--- config.mk ---
export PLATFORM = sky130hd
export DESIGN_NAME = ts_unique_gen
export DESIGN_NICKNAME = d
export VERILOG_FILES = /design/src/rtl/ts_pkg.sv /design/src/rtl/ts_tick_gen.sv /design/src/rtl/ts_time_count.sv /design/src/rtl/ts_read_gate.sv /design/src/rtl/ts_unique_gen.sv
export SDC_FILE = /design/constraint.sdc
export NUM_CORES = 1
export LEC_CHECK = 0
export ABC_AREA = 1
export CORE_MARGIN = 2
export CORE_UTILIZATION = 50
export CTS_BUF_LIST = sky130_fd_sc_hd__clkbuf_8
export CTS_CLUSTER_DIAMETER = 100
export DETAILED_ROUTE_END_ITERATION = 6
export DONT_BUFFER_PORTS = 1
export GPL_TIMING_DRIVEN = 0
export PLACE_DENSITY = 0.72
export SLEW_MARGIN = 20
export SYNTH_ARGS = -nofsm -noshare
export SYNTH_HDL_FRONTEND = slang
export SYNTH_SLANG_ARGS = --single-unit
--- constraint.sdc ---
create_clock -name clk -period 2.19 [get_ports clk]
set_input_delay 0.657 -clock clk [delete_from_list [all_inputs] [get_ports clk]]
set_output_delay 0.657 -clock clk [all_outputs]
set_load 0.02 [all_outputs]
--- src/rtl/ts_pkg.sv ---
package ts_pkg;

  typedef enum logic [1:0] {
    SLEW_NOM  = 2'b00,
    SLEW_FAST = 2'b01,
    SLEW_SLOW = 2'b10,
    SLEW_HOLD = 2'b11
  } slew_e;

  // Step applied on one tick: nominal trimmed by +/-1, never below one.
  function automatic int unsigned calc_step(input int unsigned base, input logic [1:0] slew);
    int signed s;
    s = int'(base);
    case (slew_e'(slew))
      SLEW_FAST: s = s + 1;
      SLEW_SLOW: s = s - 1;
      default:   s = s;
    endcase
    if (s < 1) s = 1;
    return unsigned'(s);
  endfunction

endpackage

--- src/rtl/ts_tick_gen.sv ---
module ts_tick_gen #(
  parameter int unsigned TICK_DIV = 4
) (
  input  logic clk,
  input  logic rst_n,
  output logic tick_o
);
  generate
    if (TICK_DIV <= 1) begin : g_every
      assign tick_o = 1'b1;
    end else begin : g_div
      localparam int unsigned CW = $clog2(TICK_DIV);
      localparam logic [CW-1:0] LAST = CW'(TICK_DIV - 1);
      logic [CW-1:0] cnt_q;
      always_ff @(posedge clk) begin
        if (!rst_n)             cnt_q <= '0;
        else if (cnt_q == LAST) cnt_q <= '0;
        else                    cnt_q <= cnt_q + 1'b1;
      end
      assign tick_o = (cnt_q == LAST);
    end
  endgenerate
endmodule

--- src/rtl/ts_time_count.sv ---
module ts_time_count
  import ts_pkg::*;
#(
  parameter int unsigned TIME_W   = 32,
  parameter int unsigned BASE_INC = 1,
  localparam int unsigned STEP_W  = $clog2(BASE_INC + 2) + 1
) (
  input  logic              clk,
  input  logic              rst_n,
  input  logic              tick_i,
  input  logic [1:0]        slew_i,
  output logic [STEP_W-1:0] step_o,
  output logic [TIME_W-1:0] time_o
);
  logic [TIME_W-1:0] time_q;

  assign step_o = STEP_W'(calc_step(BASE_INC, slew_i));

  always_ff @(posedge clk) begin
    if (!rst_n)      time_q <= '0;
    else if (tick_i) time_q <= time_q + TIME_W'(step_o);
  end

  assign time_o = time_q;
endmodule

--- src/rtl/ts_read_gate.sv ---
module ts_read_gate #(
  parameter int unsigned        TIME_W  = 32,
  parameter int unsigned        ID_W    = 8,
  parameter logic [ID_W-1:0]    CORE_ID = 8'h5C,
  localparam int unsigned       OUT_W   = TIME_W + ID_W
) (
  input  logic              clk,
  input  logic              rst_n,
  input  logic              req_i,
  input  logic [TIME_W-1:0] time_i,
  output logic              grant_o,
  output logic              stall_o,
  output logic              last_vld_o,
  output logic [TIME_W-1:0] last_time_o,
  output logic              valid_o,
  output logic [OUT_W-1:0]  stamp_o
);
  logic              last_vld_q;
  logic [TIME_W-1:0] last_time_q;
  logic              valid_q;
  logic [OUT_W-1:0]  stamp_q;
  logic              same_tick;

  assign same_tick = last_vld_q && (time_i == last_time_q);
  assign stall_o   = req_i && same_tick;
  assign grant_o   = req_i && !same_tick;

  always_ff @(posedge clk) begin
    if (!rst_n) begin
      last_vld_q  <= 1'b0;
      last_time_q <= '0;
      valid_q     <= 1'b0;
      stamp_q     <= '0;
    end else begin
      valid_q <= grant_o;
      if (grant_o) begin
        last_vld_q  <= 1'b1;
        last_time_q <= time_i;
        stamp_q     <= {time_i, CORE_ID};
      end
    end
  end

  assign last_vld_o  = last_vld_q;
  assign last_time_o = last_time_q;
  assign valid_o     = valid_q;
  assign stamp_o     = stamp_q;
endmodule

--- src/rtl/ts_unique_gen.sv ---
module ts_unique_gen #(
  parameter int unsigned     TIME_W   = 32,
  parameter int unsigned     ID_W     = 8,
  parameter logic [ID_W-1:0] CORE_ID  = 8'h5C,
  parameter int unsigned     TICK_DIV = 4,
  parameter int unsigned     BASE_INC = 1,
  localparam int unsigned    OUT_W    = TIME_W + ID_W,
  localparam int unsigned    STEP_W   = $clog2(BASE_INC + 2) + 1
) (
  input  logic             clk,
  input  logic             rst_n,
  input  logic [1:0]       slew_i,
  input  logic             rd_req_i,
  output logic             rd_valid_o,
  output logic [OUT_W-1:0] rd_stamp_o
);
  logic              tick_w;
  logic [STEP_W-1:0] step_w;
  logic [TIME_W-1:0] time_w;
  logic              grant_w;
  logic              stall_w;
  logic              last_vld_w;
  logic [TIME_W-1:0] last_time_w;

  ts_tick_gen #(.TICK_DIV(TICK_DIV)) u_tick (
    .clk    (clk),
    .rst_n  (rst_n),
    .tick_o (tick_w)
  );

  ts_time_count #(.TIME_W(TIME_W), .BASE_INC(BASE_INC)) u_count (
    .clk    (clk),
    .rst_n  (rst_n),
    .tick_i (tick_w),
    .slew_i (slew_i),
    .step_o (step_w),
    .time_o (time_w)
  );

  ts_read_gate #(.TIME_W(TIME_W), .ID_W(ID_W), .CORE_ID(CORE_ID)) u_gate (
    .clk         (clk),
    .rst_n       (rst_n),
    .req_i       (rd_req_i),
    .time_i      (time_w),
    .grant_o     (grant_w),
    .stall_o     (stall_w),
    .last_vld_o  (last_vld_w),
    .last_time_o (last_time_w),
    .valid_o     (rd_valid_o),
    .stamp_o     (rd_stamp_o)
  );
endmodule

# After elaboration in Yosys (flattened, before gate mapping)

Cells that the tools add are included.

Add/subtract/negate cells: 2
$lt $le $gt $ge: 1
Equal/unequal tests: 4
Multiplexer cells: 2
Bitwise logic cells: 1
Reduce and logical (&&, ||, !) cells: 4

Operator list:

| kind                | count |
|---|---|
| $add 32x2->32       | 1 |
| $eq 32x32->1        | 1 |
| $eq 2x2->1 const B  | 2 |
| $pmux 2 s2          | 1 |
| $add 2x1->2 const B | 1 |
| $eq 2x1->1 const B  | 1 |
| $logic_and 1x1->1   | 2 |
| $lt 2x1->1 const B  | 1 |
| $mux 2              | 1 |
| $reduce_or 2->1     | 1 |
| $logic_not 1->1     | 1 |
| $not 1->1           | 1 |

Bits in registers: 104
Input bits: 5
Output and inout bits: 41
Logic and storage cells: 20

# Depth between registers and ports, before layout

Gate-level depths: netlist (run 1).

Word-level depth: 5
Mapped depth: 14
Gate-level depth less buffers: 14

# Modules after synthesis

Synthesis (run 1) repeated with hierarchy kept, for this count alone.

Cell total of the unflattened synthesis: 678
Area, all modules: 4404.2 um^2

Modules (own cells, without submodules):

| module        | times used | cells each | area each (um^2) | seq. area each (um^2) |
|---|---|---|---|---|
| ts_read_gate  | 1          | 375        | 2362.3           | 680.7 |
| ts_time_count | 1          | 295        | 1970.6           | 640.6 |
| ts_tick_gen   | 1          | 8          | 71.3             | 40.0 |

# Worst setup path after synthesis (run 1)

No wires, ideal clock.

Kind: input -> register
From: input port slew_i[0]
To: register u_count.time_q[30] (netlist: u_count.time_o[30])
Setup time: 0.080 ns
Data arrival time: 2.219 ns
Data required time: 2.110 ns
Path slack: -0.109 ns
Stages: 12
Buffers on the path: 0
Cell sequence: inv_1 > nor2_1 > inv_1 > ha_1 > inv_1 > fa_1 > inv_1 > nand3_1 > nor2_1 > nand4_1 > o21ai_0 > nor3b_1

Longest elaborated chain between the ends: 5
Elaborated cells between the ends (all ways): 6
Classes of those cells: add/sub: 1; order compare: 1; eq/ne: 2; mux: 2

RTL lines:

| item                                     | line                | text |
|---|---|---|
| start, declared                          | ts_unique_gen.sv:12 | `input logic [1:0] slew_i,` |
| $eq 2x2->1 or $eq 2x1->1 (tied branches) | ts_pkg.sv:14        | `case (slew_e'(slew))` |
| $pmux 2 s2 *                             | ts_pkg.sv:14        |  |
| $lt 2x1->1                               | ts_pkg.sv:19        | `if (s < 1) s = 1;` |
| $mux 2 *                                 | ts_pkg.sv:19        |  |
| $add 32x2->32 *                          | ts_time_count.sv:21 | `else if (tick_i) time_q <= time_q + TIME_W'(step_o);` |
| end signal, assigned                     | ts_time_count.sv:21 |  |
| end, declared                            | ts_time_count.sv:15 | `logic [TIME_W-1:0] time_q;` |

Mark *: on every way between the ends. The rest lies on a longest branch, timed or not.
A chain may end at the register's enable or synchronous reset.

# Final worst setup path (run 1)

Same ends and word-level chain as after synthesis.

==> results.cfg, run 1 <==
[critical_path]
cp.required_ns = 2.46
cp-start-kind = input port
cp.arrival_ns = 2.36
crit_path_max_fanout = 5
end_kind = register
critPathKind = input port to register

[sta]
fin_crit_ns = 2.09
max_slew_margin = 0.607
finalCritPeriodShare = 0.953
setup_viol = 0
rsz0062_at_grt = no
hold_violations = 0
drv_slew = 0
fin_setup_tns_ns = 0
tightest_slew_ns = 0.590
timing.fmax_mhz = 479
fin_skew_ns = 0.00731

[floorplan]
die-area_um2 = 8220
ios = 46
dieWidth_um = 90.7
start_util = 0.518
row_count = 31
fp.dieH_um = 90.7
fp.coreArea_um2 = 7250

[power]
max-vdd-ir-drop_mv = 0.347
p_sw_w = 0.000715
leakage_nw = 1.77
power_density_nw_per_um2 = 676
pwr-share-comb = 0.090
p_seq_frac = 0.479
p_clk_frac = 0.431
p_int_w = 0.00211
switching_share = 0.253
total_power_w = 0.00282

[grt]
gr-total-overflow = 0
antenna_found_initial = 0
grt_use_total = 0.238
grt_start_max_net_pins = 12
grt_pass1_wl_mm = 15.8
grt_pass1_vias = 3407

[clock_network]
cts_tree = done
h-tree-depth = 3
clockRootBuffer = clkbuf_8
clk-insertion-delay-late_ns = 0.35
clockBufferDepth = 2
clk_pin_slew_ns = 0.07
cts_setup_buffers = 0
cts_buffers = 9
clock-sinks = 68

[layout]
diodes = 0
design_area_um2 = 4180
drive_above_1_share = 0.136
syn2layout_area_growth_pct = 11.3
stdcell_count = 674
nNetsFinal = 579
final_core_util = 0.576

[synth]
synth-seq-cells = 68
synth.cell_area_um2 = 3750
synth_cells = 556
synthAdderAreaFrac = 0.0153
yosys_warnings = 0
synth_xor_area_frac = 0.0467
muxShareOfSynthArea = 0
synth_top_family_by_area = simple AND/OR/NAND/NOR gates
synthSimpleGateAreaFrac = 0.365
ys_seq_area_frac = 0.363
synth_cell_types = 28
avgSynthCellArea_um2 = 6.75
synth-compound-area-share = 0.0853

[place]
hpwl_mm = 6.79
dp.cells = 658
port_buffers = 0
gp_routability_congestion = 0.867
placed_cell_area_um2 = 3930

[routing]
via_count = 3496
finalWirelength_mm = 9.24
drc_errors = 0
drt_iter0_markers = 147
final_antenna_net_count = 0
wl_per_cell_um = 13.7
vias_per_cell = 5.19
first_pass_iters = 4

[flow_run]
cap_viol_max_count = 0

[hold_path]
hold_class = register to register

[run_status]
status = finished clean
cell usage in the layout, fill, tap and decap left out, types with 7 or more instances in the layout:
cell,count
buf_2,7
inv_2,7
o21ai_0,13
clkbuf_8,12
nor2_1,76
xor2_1,8
buf_4,8
nand3_1,24
a21oi_1,48
dfxtp_1,68
inv_1,65
nand4_1,12
clkbuf_1,9
nor3_1,18
xnor2_1,12
nand3_2,21
nand2_1,130
per-stage QoR:
step / setup slack [ns] / hold WS [ns]
after floorplan: -0.0170 / 0.404
after global placement: -0.272 / 0.413
after detailed placement: -0.307 / 0.417
after CTS: 0.0600 / 0.427
after global routing: 0.00505 / 0.449
final: 0.102 / 0.428
kinds of logic after synthesis:
| logic type | Yosys count |
|---|---|
| fa+ha+maj | 4 |
| buf+inv | 102 |
| other cells | 1 |
| xor+xnor | 20 |
| compound gates | 63 |
| simple gates | 298 |
| flops | 68 |
sequential cells by signal (all words and copies together) (netlist names):
register and cells:
u_count.time_o 32, u_gate.last_time_o 32, u_gate.stamp_o 1, u_gate.valid_o 1
u_tick.g_div.cnt_q 2
power by group through the flow:
stage | sequential, W | clock (W) | combinational, W
after detailed placement | 0.00138 | 0 | 0.000252
after global routing | 0.00136 | 0.00129 | 0.000294
after CTS | 0.00135 | 0.00123 | 0.000253
final | 0.00135 | 0.00122 | 0.000254
after floorplan | 0.00137 | 0 | 0.000206
after global placement | 0.00138 | 0 | 0.000246
worst max-delay path, stage by stage:
cell and delay [ns]:
inv_12 0.03, nor2_4 0.03, inv_2 0.07, ha_4 0.14
inv_2 0.04, fa_2 0.35, inv_2 0.08, nand3_2 0.12
nor2_2 0.21, nand4_1 0.24, o21ai_0 0.21, nor3b_1 0.19
Yosys cell counts:
library cell  instances  area (um2)
inv_2                 4        15.0
conb_1                1        3.75
buf_4                 8        60.1
nor4_1                3        18.8
clkbuf_1              9        33.8
buf_6                 6        67.6
o21ai_0              13        65.1
nand3_2              20         200
xnor2_1              12         105
nor3_2                1        10.0
nand2_1             130         488
nor3_1               19        95.1
fa_1                  1        20.0
nor2_2                3        18.8
nand4_2               1        12.5
a21oi_1              48         240
buf_2                 7        35.0
nand3_1              25         125
and3_1                2        12.5
dfxtp_1              68        1360
inv_1                68         255
nor3b_1               1        7.51
o21a_1                2        15.0
nand2_2               1        6.26
ha_1                  3        37.5
xor2_1                8        70.1
nor2_1               80         300
nand4_1              12        75.1
worst paths after layout:
check / from / to / cells after the start / slack, ns
setup / recovery: slew_i[0] / u_count.time_o[30] / 12 / 0.10
hold / removal: u_tick.g_div.cnt_q[0] / u_tick.g_div.cnt_q[0] / 1 / 0.43
setup reg to reg: u_count.time_o[0] / u_count.time_o[30] / 9 / 0.16
hold reg to reg: u_tick.g_div.cnt_q[0] / u_tick.g_div.cnt_q[0] / 1 / 0.43
repair_timing:
item                       CTS  global route
setup endpoints to repair    0             4
gates resized for setup      0             3
hold buffers                 0             0
layout make-up:
class / count / area, um2
Buffer: 30 / 196
Clock buffer: 12 / 165
Clock inverter: 4 / 71.3
Fill cell: 711 / 3070
Inverter: 72 / 283
Multi-Input combinational cell: 389 / 1980
Sequential cell: 68 / 1360
Tap cell: 99 / 124
layer usage:
layer / GRT usage / part of all wire / up-vias
met4: 0.108 / 0.022 / 0
met5: 0 / 0 / -
met1: 0.295 / 0.46 / 1602
li1: - / - / 1780
met3: 0.0543 / 0.057 / 17
met2: 0.395 / 0.46 / 97
No activity file was read; power rests on OpenSTA's default activity.
==> run 2: changes to the inputs <==
MAX_ROUTING_LAYER = met4   (was not set)
==> results.cfg, run 2 (same netlist as run 1, synthesis figures left out) <==
[run_status]
status = finished clean

[routing]
via_count = 3491
finalWirelength_mm = 9.19
drc_errors = 0
vias_per_cell = 5.17
top_layer_used = met4
final_antenna_net_count = 0
first_pass_iters = 5
dr_wl_met2_mm = 4.20
drt_iter0_markers = 121
wl_met3_um = 678
wl_per_cell_um = 13.6
wl_met1_mm = 4.13

[critical_path]
ff2ff_setup_slack_ns = 0.11
cp.required_ns = 2.49
cp-start-kind = input port
crit_path_max_fanout = 5
end_kind = register
critPathKind = input port to register
rr_startpoint = u_count.time_o[0]
worst_r2r_endpoint = u_count.time_o[22]
reg2reg_depth = 10
cp.arrival_ns = 2.44

[clock_network]
holdBufCountCts = 0
clock-sinks = 68
clockRootBuffer = clkbuf_8
h-tree-depth = 3
cts_tree = done
clk_pin_slew_ns = 0.08
clockBufferDepth = 2
clk-insertion-delay-late_ns = 0.35
cts_buffers = 9

[layout]
syn2layout_area_growth_pct = 11.7
nNetsFinal = 580
final_core_util = 0.578
final_common_cell = nand2_1
diodes = 0
stdcell_count = 675
layout_common_cells = 130 x nand2_1, 75 x nor2_1, 68 x dfxtp_1, 65 x inv_1, 48 x a21oi_1
drive_above_1_share = 0.141

[power]
leakage_nw = 1.78
power_density_nw_per_um2 = 674
pwr-share-comb = 0.090
total_power_w = 0.00283
max-vdd-ir-drop_mv = 0.312
p_clk_frac = 0.432
p_sw_w = 0.000720
p_int_w = 0.00211
p_seq_frac = 0.478
switching_share = 0.254

[sta]
timing.final.ws_setup_ns = 0.0571
max_slew_margin = 0.617
fin_skew_ns = 0.00983
finalCritPeriodShare = 0.974
fin_crit_ns = 2.13
holdWs_ns = 0.442
drv_slew = 0
hold_violations = 0
tightest_slew_ns = 0.575
timing.fmax_mhz = 469
setup_viol = 0

[grt]
gr-total-overflow = 0
antenna_found_initial = 0
grt_pass1_wl_mm = 15.4
grt_pass1_vias = 3290
grt_use_total = 0.240
grt_start_max_net_pins = 12

[floorplan]
fp.dieH_um = 90.7
start_util = 0.518
die-area_um2 = 8220
ios = 46
fp.coreArea_um2 = 7250
dieWidth_um = 90.7
row_count = 31

[place]
port_buffers = 0
gp_routability_congestion = 0.876
hpwl_mm = 6.69
dp.cells = 658
pre_cts_ws_ns = -0.371

[hold_path]
whs_path_depth = 1
hold_class = register to register
hold_path_end = u_tick.g_div.cnt_q[0]
hold_start = u_tick.g_div.cnt_q[0]

[flow_run]
cap_viol_max_count = 0
==> run 2: power by group through the flow <==
stage | Combinational (W) | Sequential [W] | Clock [W]
final | 0.000254 | 0.00135 | 0.00122
after global routing | 0.000293 | 0.00136 | 0.00129
after CTS | 0.000255 | 0.00135 | 0.00124
after detailed placement | 0.000253 | 0.00138 | 0
after global placement | 0.000246 | 0.00138 | 0
after floorplan | 0.000206 | 0.00137 | 0
==> run 2: through the flow <==
stage                     instance area [um2]  TNS, ns
after CTS                                4170        0
after global routing                     4190  -0.0375
after detailed placement                 3930    -1.89
final                                    4190        0
after global placement                   3930    -1.39
after floorplan                          3810  -0.0170
==> run 2: timing repair <==
| action | in CTS | in global routing |
|---|---|---|
| setup buffers | 0 | 1 |
| gates resized for setup | 0 | 6 |
| pin swaps | 1 | 4 |
| endpoints found under the setup margin | 1 | 3 |
==> run 2: worst max-delay path by stage <==
stage	startpoint	end	slack, ns	depth (start not counted)
after detailed placement	slew_i[0]	u_count.time_o[30]	-0.37	12
after CTS	slew_i[0]	u_count.time_o[30]	0.006	12
after global routing	slew_i[0]	u_count.time_o[22]	-0.03	13
final	slew_i[0]	u_count.time_o[22]	0.06	13
after floorplan	slew_i[0]	u_count.time_o[28]	-0.02	14
after global placement	slew_i[0]	u_count.time_o[28]	-0.28	14
==> run 2: worst max-delay path, stage by stage <==
cell     delay (ns)
inv_12         0.03
nor2_4         0.03
inv_2          0.08
ha_4           0.14
inv_2          0.04
fa_2           0.35
inv_2          0.08
nand3_2        0.12
nor2_2         0.21
nand4_1        0.22
buf_4          0.21
a21oi_1        0.13
o21a_1         0.14
==> run 2: area by class of cell <==
type                            instances  area (um2)
Tap cell                               99         124
Fill cell                             707        3060
Clock buffer                           12         165
Inverter                               72         283
Buffer                                 30         196
Timing Repair Buffer                    1        7.51
Sequential cell                        68        1360
Clock inverter                          4        71.3
Multi-Input combinational cell        389        1990
==> run 2: layer usage <==
| metal | global-route usage | vias up |
|---|---|---|
| met2 | 0.380 | 124 |
| met1 | 0.294 | 1568 |
| met3 | 0.0618 | 17 |
| met5 | - | - |
| li1 | - | 1782 |
| met4 | 0.0962 | 0 |
